$ cat config.mk
export PLATFORM = sky130hd
export DESIGN_NAME = fence_irq_unit
export DESIGN_NICKNAME = d
export VERILOG_FILES = /design/src/rtl/fence_irq_pkg.sv /design/src/rtl/fence_rst_sync.sv /design/src/rtl/fence_slot_bank.sv /design/src/rtl/fence_sig_pipe.sv /design/src/rtl/fence_upd_seq.sv /design/src/rtl/fence_irq_report.sv /design/src/rtl/fence_irq_unit.sv
export SDC_FILE = /design/constraint.sdc
export NUM_CORES = 2
export LEC_CHECK = 0
export ABC_CLOCK_PERIOD_IN_PS = 56900
export CORE_MARGIN = 2
export CORE_UTILIZATION = 60
export DETAILED_ROUTE_END_ITERATION = 12
export PLACE_DENSITY = 0.79
export SLEW_MARGIN = 20
export SYNTH_ARGS = -nofsm -noshare
export SYNTH_HDL_FRONTEND = slang
export SYNTH_SLANG_ARGS = --single-unit
$ cat constraint.sdc
create_clock -name clk -period 56.9 [get_ports clk]
set_input_delay 14.225 -clock clk [delete_from_list [all_inputs] [get_ports clk]]
set_output_delay 14.225 -clock clk [all_outputs]
set_load 0.02 [all_outputs]
$ cat src/rtl/fence_irq_pkg.sv
package fence_irq_pkg;

  // Update sequencer state: idle, or waiting for the signal path to drain.
  typedef enum logic [0:0] {
    UPD_IDLE  = 1'b0,
    UPD_DRAIN = 1'b1
  } upd_state_e;

endpackage

$ cat src/rtl/fence_rst_sync.sv
module fence_rst_sync (
  input  logic clk,
  input  logic rst_in_n,
  output logic rst_out_n
);

  logic [1:0] sync_q;

  // Assert asynchronously, release after two clock edges.
  always_ff @(posedge clk or negedge rst_in_n) begin
    if (!rst_in_n) begin
      sync_q <= 2'b00;
    end else begin
      sync_q <= {sync_q[0], 1'b1};
    end
  end

  assign rst_out_n = sync_q[1];

endmodule

$ cat src/rtl/fence_slot_bank.sv
module fence_slot_bank #(
  parameter int NUM_SLOTS = 8,
  parameter int VAL_W     = 64
) (
  input  logic                         clk,
  input  logic                         rst_n,
  input  logic                         cur_we,
  input  logic [$clog2(NUM_SLOTS)-1:0] cur_widx,
  input  logic [VAL_W-1:0]             cur_wdata,
  input  logic                         mon_we,
  input  logic [$clog2(NUM_SLOTS)-1:0] mon_widx,
  input  logic [VAL_W-1:0]             mon_wdata,
  input  logic [$clog2(NUM_SLOTS)-1:0] mon_ridx,
  output logic [VAL_W-1:0]             mon_rdata,
  input  logic [$clog2(NUM_SLOTS)-1:0] cur_ridx_a,
  output logic [VAL_W-1:0]             cur_rdata_a,
  input  logic [$clog2(NUM_SLOTS)-1:0] cur_ridx_b,
  output logic [VAL_W-1:0]             cur_rdata_b
);

  localparam int IDX_W = $clog2(NUM_SLOTS);

  logic [VAL_W-1:0] cur_q [NUM_SLOTS];
  logic [VAL_W-1:0] mon_q [NUM_SLOTS];

  for (genvar g = 0; g < NUM_SLOTS; g++) begin : g_slot
    logic cur_en;
    logic mon_en;

    assign cur_en = cur_we && (cur_widx == IDX_W'(g));
    assign mon_en = mon_we && (mon_widx == IDX_W'(g));

    // The full-width value is stored in one register, so both halves always come from the same write.
    always_ff @(posedge clk or negedge rst_n) begin
      if (!rst_n) begin
        cur_q[g] <= '0;
      end else if (cur_en) begin
        cur_q[g] <= cur_wdata;
      end
    end

    // A reset value of all ones means there are no waiters.
    always_ff @(posedge clk or negedge rst_n) begin
      if (!rst_n) begin
        mon_q[g] <= '1;
      end else if (mon_en) begin
        mon_q[g] <= mon_wdata;
      end
    end
  end

  assign mon_rdata   = mon_q[mon_ridx];
  assign cur_rdata_a = cur_q[cur_ridx_a];
  assign cur_rdata_b = cur_q[cur_ridx_b];

endmodule

$ cat src/rtl/fence_sig_pipe.sv
module fence_sig_pipe #(
  parameter int NUM_SLOTS = 8,
  parameter int VAL_W     = 64
) (
  input  logic                         clk,
  input  logic                         rst_n,
  input  logic                         in_acc,
  input  logic [$clog2(NUM_SLOTS)-1:0] in_idx,
  input  logic [VAL_W-1:0]             in_val,
  output logic [$clog2(NUM_SLOTS)-1:0] mon_ridx,
  input  logic [VAL_W-1:0]             mon_rdata,
  output logic                         wr_en,
  output logic [$clog2(NUM_SLOTS)-1:0] wr_idx,
  output logic [VAL_W-1:0]             wr_val,
  output logic [NUM_SLOTS-1:0]         hit_vec,
  output logic                         busy
);

  localparam int IDX_W = $clog2(NUM_SLOTS);

  // Stage A: the accepted request. Stage B: the request plus its monitored snapshot.
  logic             a_vld_q, a_vld_d;
  logic [IDX_W-1:0] a_idx_q, a_idx_d;
  logic [VAL_W-1:0] a_val_q, a_val_d;
  logic             b_vld_q, b_vld_d;
  logic [IDX_W-1:0] b_idx_q, b_idx_d;
  logic [VAL_W-1:0] b_val_q, b_val_d;
  logic [VAL_W-1:0] b_mon_q, b_mon_d;
  logic             b_hit;

  always_comb begin
    a_vld_d = in_acc;
    a_idx_d = a_idx_q;
    a_val_d = a_val_q;
    if (in_acc) begin
      a_idx_d = in_idx;
      a_val_d = in_val;
    end
    b_vld_d = a_vld_q;
    b_idx_d = b_idx_q;
    b_val_d = b_val_q;
    b_mon_d = b_mon_q;
    if (a_vld_q) begin
      b_idx_d = a_idx_q;
      b_val_d = a_val_q;
      b_mon_d = mon_rdata;
    end
  end

  always_ff @(posedge clk or negedge rst_n) begin
    if (!rst_n) begin
      a_vld_q <= 1'b0;
      a_idx_q <= '0;
      a_val_q <= '0;
      b_vld_q <= 1'b0;
      b_idx_q <= '0;
      b_val_q <= '0;
      b_mon_q <= '1;
    end else begin
      a_vld_q <= a_vld_d;
      a_idx_q <= a_idx_d;
      a_val_q <= a_val_d;
      b_vld_q <= b_vld_d;
      b_idx_q <= b_idx_d;
      b_val_q <= b_val_d;
      b_mon_q <= b_mon_d;
    end
  end

  assign mon_ridx = a_idx_q;
  assign b_hit    = b_vld_q && (b_val_q > b_mon_q);
  assign wr_en    = b_vld_q;
  assign wr_idx   = b_idx_q;
  assign wr_val   = b_val_q;
  assign busy     = a_vld_q || b_vld_q;

  always_comb begin
    hit_vec = '0;
    hit_vec[b_idx_q] = b_hit;
  end

  // A request in stage A always reaches stage B on the next cycle.
  assert_stage_advance_R2: assert property (@(posedge clk) disable iff (!rst_n)
    a_vld_q |=> (b_vld_q && (b_idx_q == $past(a_idx_q)) && (b_val_q == $past(a_val_q))));

endmodule

$ cat src/rtl/fence_upd_seq.sv
module fence_upd_seq
  import fence_irq_pkg::*;
#(
  parameter int NUM_SLOTS = 8,
  parameter int VAL_W     = 64
) (
  input  logic                         clk,
  input  logic                         rst_n,
  input  logic                         upd_valid,
  output logic                         upd_ready,
  input  logic [$clog2(NUM_SLOTS)-1:0] upd_idx,
  input  logic [VAL_W-1:0]             upd_value,
  input  logic                         pipe_busy,
  output logic                         sig_gate,
  output logic                         mon_we,
  output logic [$clog2(NUM_SLOTS)-1:0] mon_widx,
  output logic [VAL_W-1:0]             mon_wdata,
  output logic [$clog2(NUM_SLOTS)-1:0] cur_ridx,
  input  logic [VAL_W-1:0]             cur_rdata,
  output logic [NUM_SLOTS-1:0]         hit_vec,
  output logic                         done_pulse,
  output logic [VAL_W-1:0]             done_value
);

  localparam int IDX_W = $clog2(NUM_SLOTS);

  upd_state_e       state_q, state_d;
  logic [IDX_W-1:0] u_idx_q, u_idx_d;
  logic [VAL_W-1:0] u_val_q, u_val_d;
  logic             done_q, done_d;
  logic [VAL_W-1:0] dval_q, dval_d;
  logic             accept;
  logic             resample;
  logic             res_hit;

  assign upd_ready = (state_q == UPD_IDLE);
  assign sig_gate  = (state_q == UPD_IDLE);
  assign accept    = upd_valid && upd_ready;

  // Step one: the monitored value is written on the accept edge.
  assign mon_we    = accept;
  assign mon_widx  = upd_idx;
  assign mon_wdata = upd_value;

  // Step three: the resample happens only after the signal path has drained.
  assign resample  = (state_q == UPD_DRAIN) && !pipe_busy;
  assign cur_ridx  = u_idx_q;
  assign res_hit   = resample && (cur_rdata > u_val_q);

  always_comb begin
    hit_vec = '0;
    hit_vec[u_idx_q] = res_hit;
  end

  always_comb begin
    state_d = state_q;
    u_idx_d = u_idx_q;
    u_val_d = u_val_q;
    done_d  = 1'b0;
    dval_d  = dval_q;
    unique case (state_q)
      UPD_IDLE: begin
        if (accept) begin
          u_idx_d = upd_idx;
          u_val_d = upd_value;
          state_d = UPD_DRAIN;
        end
      end
      UPD_DRAIN: begin
        if (resample) begin
          done_d  = 1'b1;
          dval_d  = cur_rdata;
          state_d = UPD_IDLE;
        end
      end
      default: state_d = UPD_IDLE;
    endcase
  end

  always_ff @(posedge clk or negedge rst_n) begin
    if (!rst_n) begin
      state_q <= UPD_IDLE;
      u_idx_q <= '0;
      u_val_q <= '1;
      done_q  <= 1'b0;
      dval_q  <= '0;
    end else begin
      state_q <= state_d;
      u_idx_q <= u_idx_d;
      u_val_q <= u_val_d;
      done_q  <= done_d;
      dval_q  <= dval_d;
    end
  end

  assign done_pulse = done_q;
  assign done_value = dval_q;

  // Completion is only reported after a cycle in which the signal path was empty.
  assert_done_after_drain_R6: assert property (@(posedge clk) disable iff (!rst_n)
    done_q |-> $past(!pipe_busy));

  // An accepted update closes both request ports on the following cycle.
  assert_ports_closed_R11: assert property (@(posedge clk) disable iff (!rst_n)
    accept |=> (!upd_ready && !sig_gate));

endmodule

$ cat src/rtl/fence_irq_report.sv
module fence_irq_report #(
  parameter int NUM_SLOTS = 8
) (
  input  logic                 clk,
  input  logic                 rst_n,
  input  logic [NUM_SLOTS-1:0] hit_sig,
  input  logic [NUM_SLOTS-1:0] hit_upd,
  input  logic [NUM_SLOTS-1:0] clr_mask,
  output logic [NUM_SLOTS-1:0] pend_mask,
  output logic                 scan_all,
  output logic                 irq_pulse
);

  logic [NUM_SLOTS-1:0] pend_q, pend_d;
  logic                 scan_q, scan_d;
  logic                 irq_q, irq_d;
  logic [NUM_SLOTS-1:0] hits;
  logic [NUM_SLOTS-1:0] kept;
  logic                 merged;

  always_comb begin
    hits   = hit_sig | hit_upd;
    kept   = pend_q & ~clr_mask;
    merged = |(hits & kept);
    pend_d = kept | hits;
    scan_d = merged || (scan_q && (pend_d != '0));
    irq_d  = |hits;
  end

  always_ff @(posedge clk or negedge rst_n) begin
    if (!rst_n) begin
      pend_q <= '0;
      scan_q <= 1'b0;
      irq_q  <= 1'b0;
    end else begin
      pend_q <= pend_d;
      scan_q <= scan_d;
      irq_q  <= irq_d;
    end
  end

  assign pend_mask = pend_q;
  assign scan_all  = scan_q;
  assign irq_pulse = irq_q;

  assert_irq_has_pending_R8: assert property (@(posedge clk) disable iff (!rst_n)
    irq_q |-> (pend_q != '0));

  assert_scan_needs_pending_R9: assert property (@(posedge clk) disable iff (!rst_n)
    scan_q |-> (pend_q != '0));

endmodule

$ cat src/rtl/fence_irq_unit.sv
module fence_irq_unit #(
  parameter int NUM_SLOTS = 8,
  parameter int VAL_W     = 64,
  localparam int IDX_W    = $clog2(NUM_SLOTS)
) (
  input  logic                 clk,
  input  logic                 rst_n,
  input  logic                 sig_valid,
  output logic                 sig_ready,
  input  logic [IDX_W-1:0]     sig_idx,
  input  logic [VAL_W-1:0]     sig_value,
  input  logic                 upd_valid,
  output logic                 upd_ready,
  input  logic [IDX_W-1:0]     upd_idx,
  input  logic [VAL_W-1:0]     upd_value,
  output logic                 upd_done,
  output logic [VAL_W-1:0]     upd_cur,
  input  logic [IDX_W-1:0]     rd_idx,
  output logic [VAL_W-1:0]     rd_value,
  input  logic [NUM_SLOTS-1:0] clr_mask,
  output logic                 irq_pulse,
  output logic [NUM_SLOTS-1:0] pend_mask,
  output logic                 scan_all
);

  logic                 rst_sync_n;
  logic                 sig_gate;
  logic                 sig_acc;
  logic                 pipe_busy;
  logic [IDX_W-1:0]     pipe_mon_ridx;
  logic [VAL_W-1:0]     pipe_mon_rdata;
  logic                 pipe_wr_en;
  logic [IDX_W-1:0]     pipe_wr_idx;
  logic [VAL_W-1:0]     pipe_wr_val;
  logic [NUM_SLOTS-1:0] pipe_hit_vec;
  logic                 seq_mon_we;
  logic [IDX_W-1:0]     seq_mon_widx;
  logic [VAL_W-1:0]     seq_mon_wdata;
  logic [IDX_W-1:0]     seq_cur_ridx;
  logic [VAL_W-1:0]     seq_cur_rdata;
  logic [NUM_SLOTS-1:0] seq_hit_vec;

  fence_rst_sync u_rst (
    .clk       (clk),
    .rst_in_n  (rst_n),
    .rst_out_n (rst_sync_n)
  );

  // Signals are only taken while no update sequence is running, so the drain has an end.
  assign sig_ready = sig_gate;
  assign sig_acc   = sig_valid && sig_gate;

  fence_slot_bank #(.NUM_SLOTS(NUM_SLOTS), .VAL_W(VAL_W)) u_bank (
    .clk         (clk),
    .rst_n       (rst_sync_n),
    .cur_we      (pipe_wr_en),
    .cur_widx    (pipe_wr_idx),
    .cur_wdata   (pipe_wr_val),
    .mon_we      (seq_mon_we),
    .mon_widx    (seq_mon_widx),
    .mon_wdata   (seq_mon_wdata),
    .mon_ridx    (pipe_mon_ridx),
    .mon_rdata   (pipe_mon_rdata),
    .cur_ridx_a  (seq_cur_ridx),
    .cur_rdata_a (seq_cur_rdata),
    .cur_ridx_b  (rd_idx),
    .cur_rdata_b (rd_value)
  );

  fence_sig_pipe #(.NUM_SLOTS(NUM_SLOTS), .VAL_W(VAL_W)) u_pipe (
    .clk       (clk),
    .rst_n     (rst_sync_n),
    .in_acc    (sig_acc),
    .in_idx    (sig_idx),
    .in_val    (sig_value),
    .mon_ridx  (pipe_mon_ridx),
    .mon_rdata (pipe_mon_rdata),
    .wr_en     (pipe_wr_en),
    .wr_idx    (pipe_wr_idx),
    .wr_val    (pipe_wr_val),
    .hit_vec   (pipe_hit_vec),
    .busy      (pipe_busy)
  );

  fence_upd_seq #(.NUM_SLOTS(NUM_SLOTS), .VAL_W(VAL_W)) u_seq (
    .clk        (clk),
    .rst_n      (rst_sync_n),
    .upd_valid  (upd_valid),
    .upd_ready  (upd_ready),
    .upd_idx    (upd_idx),
    .upd_value  (upd_value),
    .pipe_busy  (pipe_busy),
    .sig_gate   (sig_gate),
    .mon_we     (seq_mon_we),
    .mon_widx   (seq_mon_widx),
    .mon_wdata  (seq_mon_wdata),
    .cur_ridx   (seq_cur_ridx),
    .cur_rdata  (seq_cur_rdata),
    .hit_vec    (seq_hit_vec),
    .done_pulse (upd_done),
    .done_value (upd_cur)
  );

  fence_irq_report #(.NUM_SLOTS(NUM_SLOTS)) u_rep (
    .clk       (clk),
    .rst_n     (rst_sync_n),
    .hit_sig   (pipe_hit_vec),
    .hit_upd   (seq_hit_vec),
    .clr_mask  (clr_mask),
    .pend_mask (pend_mask),
    .scan_all  (scan_all),
    .irq_pulse (irq_pulse)
  );

  // A signal-path hit always shows up as a pending bit for that slot on the next cycle.
  assert_sig_hit_pends_R3: assert property (@(posedge clk) disable iff (!rst_sync_n)
    (pipe_wr_en && (pipe_hit_vec != '0)) |=> (pend_mask[$past(pipe_wr_idx)] && irq_pulse));

  // A resample hit reaches the report at the same edge as the completion pulse.
  assert_resample_hit_R7: assert property (@(posedge clk) disable iff (!rst_sync_n)
    (seq_hit_vec != '0) |=> (upd_done && irq_pulse && pend_mask[$past(seq_cur_ridx)]));

endmodule

; ---- After elaboration in Yosys (flattened, before gate mapping)
; Index checks and enable logic that the tools add are counted.
; W data, S select, Z words.
[word_totals]
reg_bits = 1369
wordCells = 118
[classes]
order_cmp = 9
n_eq_ne = 14
n_mux = 18
n_bitwise = 11
reduce_logical = 34
[ops]
columns = operator, n
row1 = $bmux W64 S3, 3
row2 = $mux W64, 6
row3 = $gt A64 B64 Y1, 2
row4 = $and A8 B8 Y8, 4
row5 = $eq A3 B3 Y1 const B, 8
row6 = $logic_and A1 B1 Y1, 24
row7 = $or A8 B8 Y8, 2
row8 = $reduce_or A8 Y1, 2
row9 = $eq A3 B2 Y1 const B, 4
row10 = $ge A4 B4 Y1 const B, 3
row11 = $not A3 Y4, 3
row12 = $lt A3 B4 Y1 const B, 2
row13 = $not A8 Y8, 1
row14 = $reduce_bool A8 Y1, 1
row15 = $demux W1 S3, 2
row16 = $eq A3 B1 Y1 const B, 2
row17 = $ge A3 B1 Y1 const B, 2
row18 = $logic_not A3 Y1, 2
row19 = $mux W1, 6
row20 = $reduce_and A2 Y1, 2
row21 = $logic_or A1 B1 Y1, 2
row22 = $pmux W1 S2, 1
row23 = $logic_not A1 Y1, 1
row24 = $not A1 Y1, 1

; ---- Depth between registers and ports, before layout
[logic_depth]
ltp_word = 12
depth_mapped = 17
mapped_depth_nobuf = 14

; ---- Cells and area by module
; A second synthesis with hierarchy kept.
[hier_totals]
cells_unflattened = 4325
area_unflattened_um2 = 66729.0
[modules_own_cells]
columns = mod, n_inst, cells_each, area_each_um2, seq_area_each_um2
row1 = fence_slot_bank, 1, 2855, 50031.7, 26265.2
row2 = fence_sig_pipe, 1, 743, 9062.4, 5084.9
row3 = fence_upd_seq, 1, 674, 7100.6, 3408.3
row4 = fence_irq_report, 1, 49, 474.2, 250.2
row5 = fence_rst_sync, 1, 3, 53.8, 50.0
row6 = fence_irq_unit, 1, 1, 6.3, 0.0

; ---- Least setup slack after synthesis
; No wires, ideal clock.
[synth_timing]
path_type = input port to output port
startpoint = in rd_idx[0]
endpoint = out rd_value[43]
arrival_time_ns = 16.144
path_slack_ns = 26.531
stages = 4
n_path_buf = 2
path_cell_list = clkbuf_1 -> buf_1 -> mux4_2 -> mux2_2
[synth_between]
elab_chain_len = 4
[synth_lines]
columns = item, line_no
row1 = from (decl), fence_irq_unit.sv:18  ; input logic [IDX_W-1:0] rd_idx,
row2 = $not A3 Y4 (not written as such), fence_slot_bank.sv:54  ; assign cur_rdata_b = cur_q[cur_ridx_b];
row3 = $bmux W64 S3, fence_slot_bank.sv:54
row4 = $mux W64 (not written as such) (2 in series), fence_slot_bank.sv:54
row5 = to (decl), fence_irq_unit.sv:19  ; output logic [VAL_W-1:0] rd_value,
; No other way between the ends. The select of a mux whose other input is x is not followed.

; ---- Worst setup path in the final report
[layout_timing]
startpoint = in rd_idx[1]
endpoint = out rd_value[12]
; The elaborated chain is that of the path after synthesis.

==> results.toml <==
[min_path]
hold_class = "reg2reg"

[synth]
ys_warn_count = 0
synth_ff_type = "dfrtp_1"
netlist-cell-type-count = 56
netlist_instances = 5000
mappedNetlistNets = 5277
synth-seq-cells = 1369
avgSynthCellArea_um2 = 12.92
ys_seq_area_frac = 0.5425
synthArstFlopShare = 1.000
syn_area_um2 = 64620
synth-edff-count = 0

[global_route]
first_global_vias = 44569
grt_max_degree = 176
grt_pass1_wl_um = 278700
grt.total_usage = 0.3333
grt_overflow = 0
grt_antenna_before_repair = 26

[setup_path]
r2r_slack_ps = 50130
ff2ff_path_depth = 14
worstPathRequired_ps = 42670
crit_start = "rd_idx[1]"
r2r-start = "u_seq.cur_ridx[2]"
crit_path_end_kind = "output port"
crit_end = "rd_value[12]"
cp-start-kind = "input port"
crit_fanout = 68
worstPathArrival_ps = 17220
worstSetupPathType = "in2out"
reg2reg_to = "u_rep.scan_all"

[pwr]
ir_drop_uv = 36.43
p_per_area_nw_per_um2 = 64.65
p_leak_nw = 31.25

[timing]
worst_slack_ps = 25460
fin_worst_skew_ps = 26.50
worst_pin_slew_ps = 1155
fmax_mhz = 31.81
slew_headroom = 0.2230
slew_viol_final = 0
period_share = 0.5526
finalSetupViolations = 0
finalCriticalPeriod_ps = 31440
tns_ps = 0
final_hold_viol_count = 0
rsz0062_at_grt = "false"

[layout]
fillCellCount = 7234
finalNonFillerCells = 6649
fin_util = 0.6857
design_area_um2 = 73300
syn2layout_area_growth_pct = 13.43
finalNetCount = 5401
drive_above_1_share = 0.4305

[job]
cap_violations = 0

[routing]
vias_per_cell = 6.593
vias = 43835
wirelength_um = 183000
antenna_left = 0
drc_errors = 0
dr.pass1.iters = 6
drt-initial-drc-count = 5011
wire_per_inst_um = 27.53

[clocking]
postCtsHoldBufs = 0
ctsResizeCount = 0
cts.sinks = 1369
root_buffer = "clkbuf_16"
cts_tree = "done"
post_cts_buffers = 0
htree_levels = 4
cts_buffers = 140
cts.clk_slew.worst_paths_ps = 60
ctsLongestPathBuffers = 3
clk_latency_ps = 750

[floorplanning]
std_cell_rows = 120
die_y_um = 332.2
ios = 290
initial_utilization = 0.6045
die_area_um2 = 110300
die_w_um = 332.2
core_um2 = 106900

[place]
dpl_worst_slack_ps = 25140
gp_congestion = 0.8706
dp_hpwl_um = 110900
port_buffers = 289
place_inst = 6385
place_area_um2 = 68560

[outcome]
status = "finished, final reports clean"
-- metrics by stage --
stage / hold slack (ps) / power, mW
2_1_floorplan: 331.2 / 3.098
3_3_place_gp: 333.6 / 3.659
3_5_place_dp: 336.4 / 3.747
4_1_cts: 350.1 / 4.702
5_1_grt: 366.2 / 4.963
6_report: 347.2 / 4.739
-- cells in the final DEF (no fill, tap or decap), types with 10 or more instances in the layout --
master and instances:
clkbuf_16 149, o21ai_0 76, dfstp_2 640, clkdlybuf4s50_1 286, clkinv_2 25, a22oi_1 262, a21oi_1 114, mux2_2 1028
clkbuf_1 37, mux2i_1 64, clkbuf_8 32, mux4_2 256, nand4_1 93, nor2_1 84, a21o_1 10, inv_1 132
dfrtp_1 724, nand2_1 876, buf_4 71, nand3_1 20, ha_1 128
-- kinds of logic after synthesis --
family | count (synthesis) | synth area share
other cells | 1 | 0.00005803
mux | 1348 | 0.2783
compound gates | 504 | 0.05189
buf+inv | 516 | 0.03015
simple gates | 1134 | 0.07232
fa+ha+maj | 128 | 0.02478
flops | 1369 | 0.5425
-- flip-flops by register name (all words and copies together), names as in the netlist, 8 cells and up --
name,cells
u_seq.u_val_q,64
u_bank.mon_q,512
u_pipe.b_mon_q,64
u_pipe.wr_val,64
u_seq.done_value,64
u_bank.cur_q,512
u_rep.pend_mask,8
u_pipe.a_val_q,64
-- synth_stat cells (all sizes together) (3+ instances only) --
cell type,n,area share
nor3b,6,0.00070
a21oi,115,0.0091
o32ai,3,0.00041
nor3,10,0.00077
mux2i,64,0.0099
inv,135,0.0078
dfstp,640,0.26
o211ai,4,0.00046
a22o,3,0.00041
clkbuf,315,0.018
a221oi,5,0.00068
ha,128,0.025
mux2,1028,0.18
o21ai,81,0.0063
and3b,3,0.00041
dfrtp,729,0.28
a21o,11,0.0013
nand2b,8,0.00077
nand3,21,0.0016
nand4b,3,0.00041
nor4,7,0.00068
nand4,93,0.0090
a22oi,263,0.031
nor2,88,0.0051
nor2b,6,0.00058
nand2,877,0.051
mux4,256,0.089
a211oi,3,0.00035
buf,66,0.0040
-- critical path, cell delays in order --
cell	delay, ps
buf_4	670
buf_4	920
mux4_2	430
mux2_2	330
clkdlybuf4s50_1	550
-- power breakdown --
| group | internal, mW | switching, mW | leakage, nW | total [mW] |
|---|---|---|---|---|
| Clock | 0.551 | 0.383 | 2.33 | 0.934 |
| Sequential | 1.60 | 0.414 | 15.8 | 2.02 |
| Combinational | 0.863 | 0.925 | 13.1 | 1.79 |
| Total | 3.02 | 1.72 | 31.2 | 4.74 |
-- cell type report --
type | instances | area [µm²] | area share
inverter | 135 | 506.7 | 0.006913
clock inverter | 39 | 409.1 | 0.005582
timing repair buffer | 363 | 3492 | 0.04764
clock buffer | 217 | 4294 | 0.05858
antenna | 8 | 20.02 | 0.0002731
tap | 1403 | 1755 | 0.02395
sequential | 1369 | 35080 | 0.4786
multi-input combinational | 3115 | 27740 | 0.3785
-- worst min path at each step --
stage / startpoint / endpoint / cells after the start
final: u_rst.sync_q[0] / u_rst.sync_q[1] / 0
after global routing: u_rst.sync_q[0] / u_rst.sync_q[1] / 0
after CTS: u_rst.sync_q[0] / u_rst.sync_q[1] / 0
after detailed placement: u_rst.sync_q[0] / u_rst.sync_q[1] / 0
after global placement: u_rst.sync_q[0] / u_rst.sync_q[1] / 0
after floorplan: u_rst.sync_q[0] / u_rst.sync_q[1] / 0
-- layer usage --
metal / global-route usage / up-vias / wire length, µm / part of all wire
met5: 0.007816 / - / 346 / 0.0019
met4: 0.1228 / 42 / 6319 / 0.035
met3: 0.1096 / 494 / 22020 / 0.12
met2: 0.4947 / 2395 / 82290 / 0.45
met1: 0.4604 / 22737 / 72070 / 0.39
li1: - / 18167 / - / -
No activity file was read; power rests on OpenSTA's default activity.
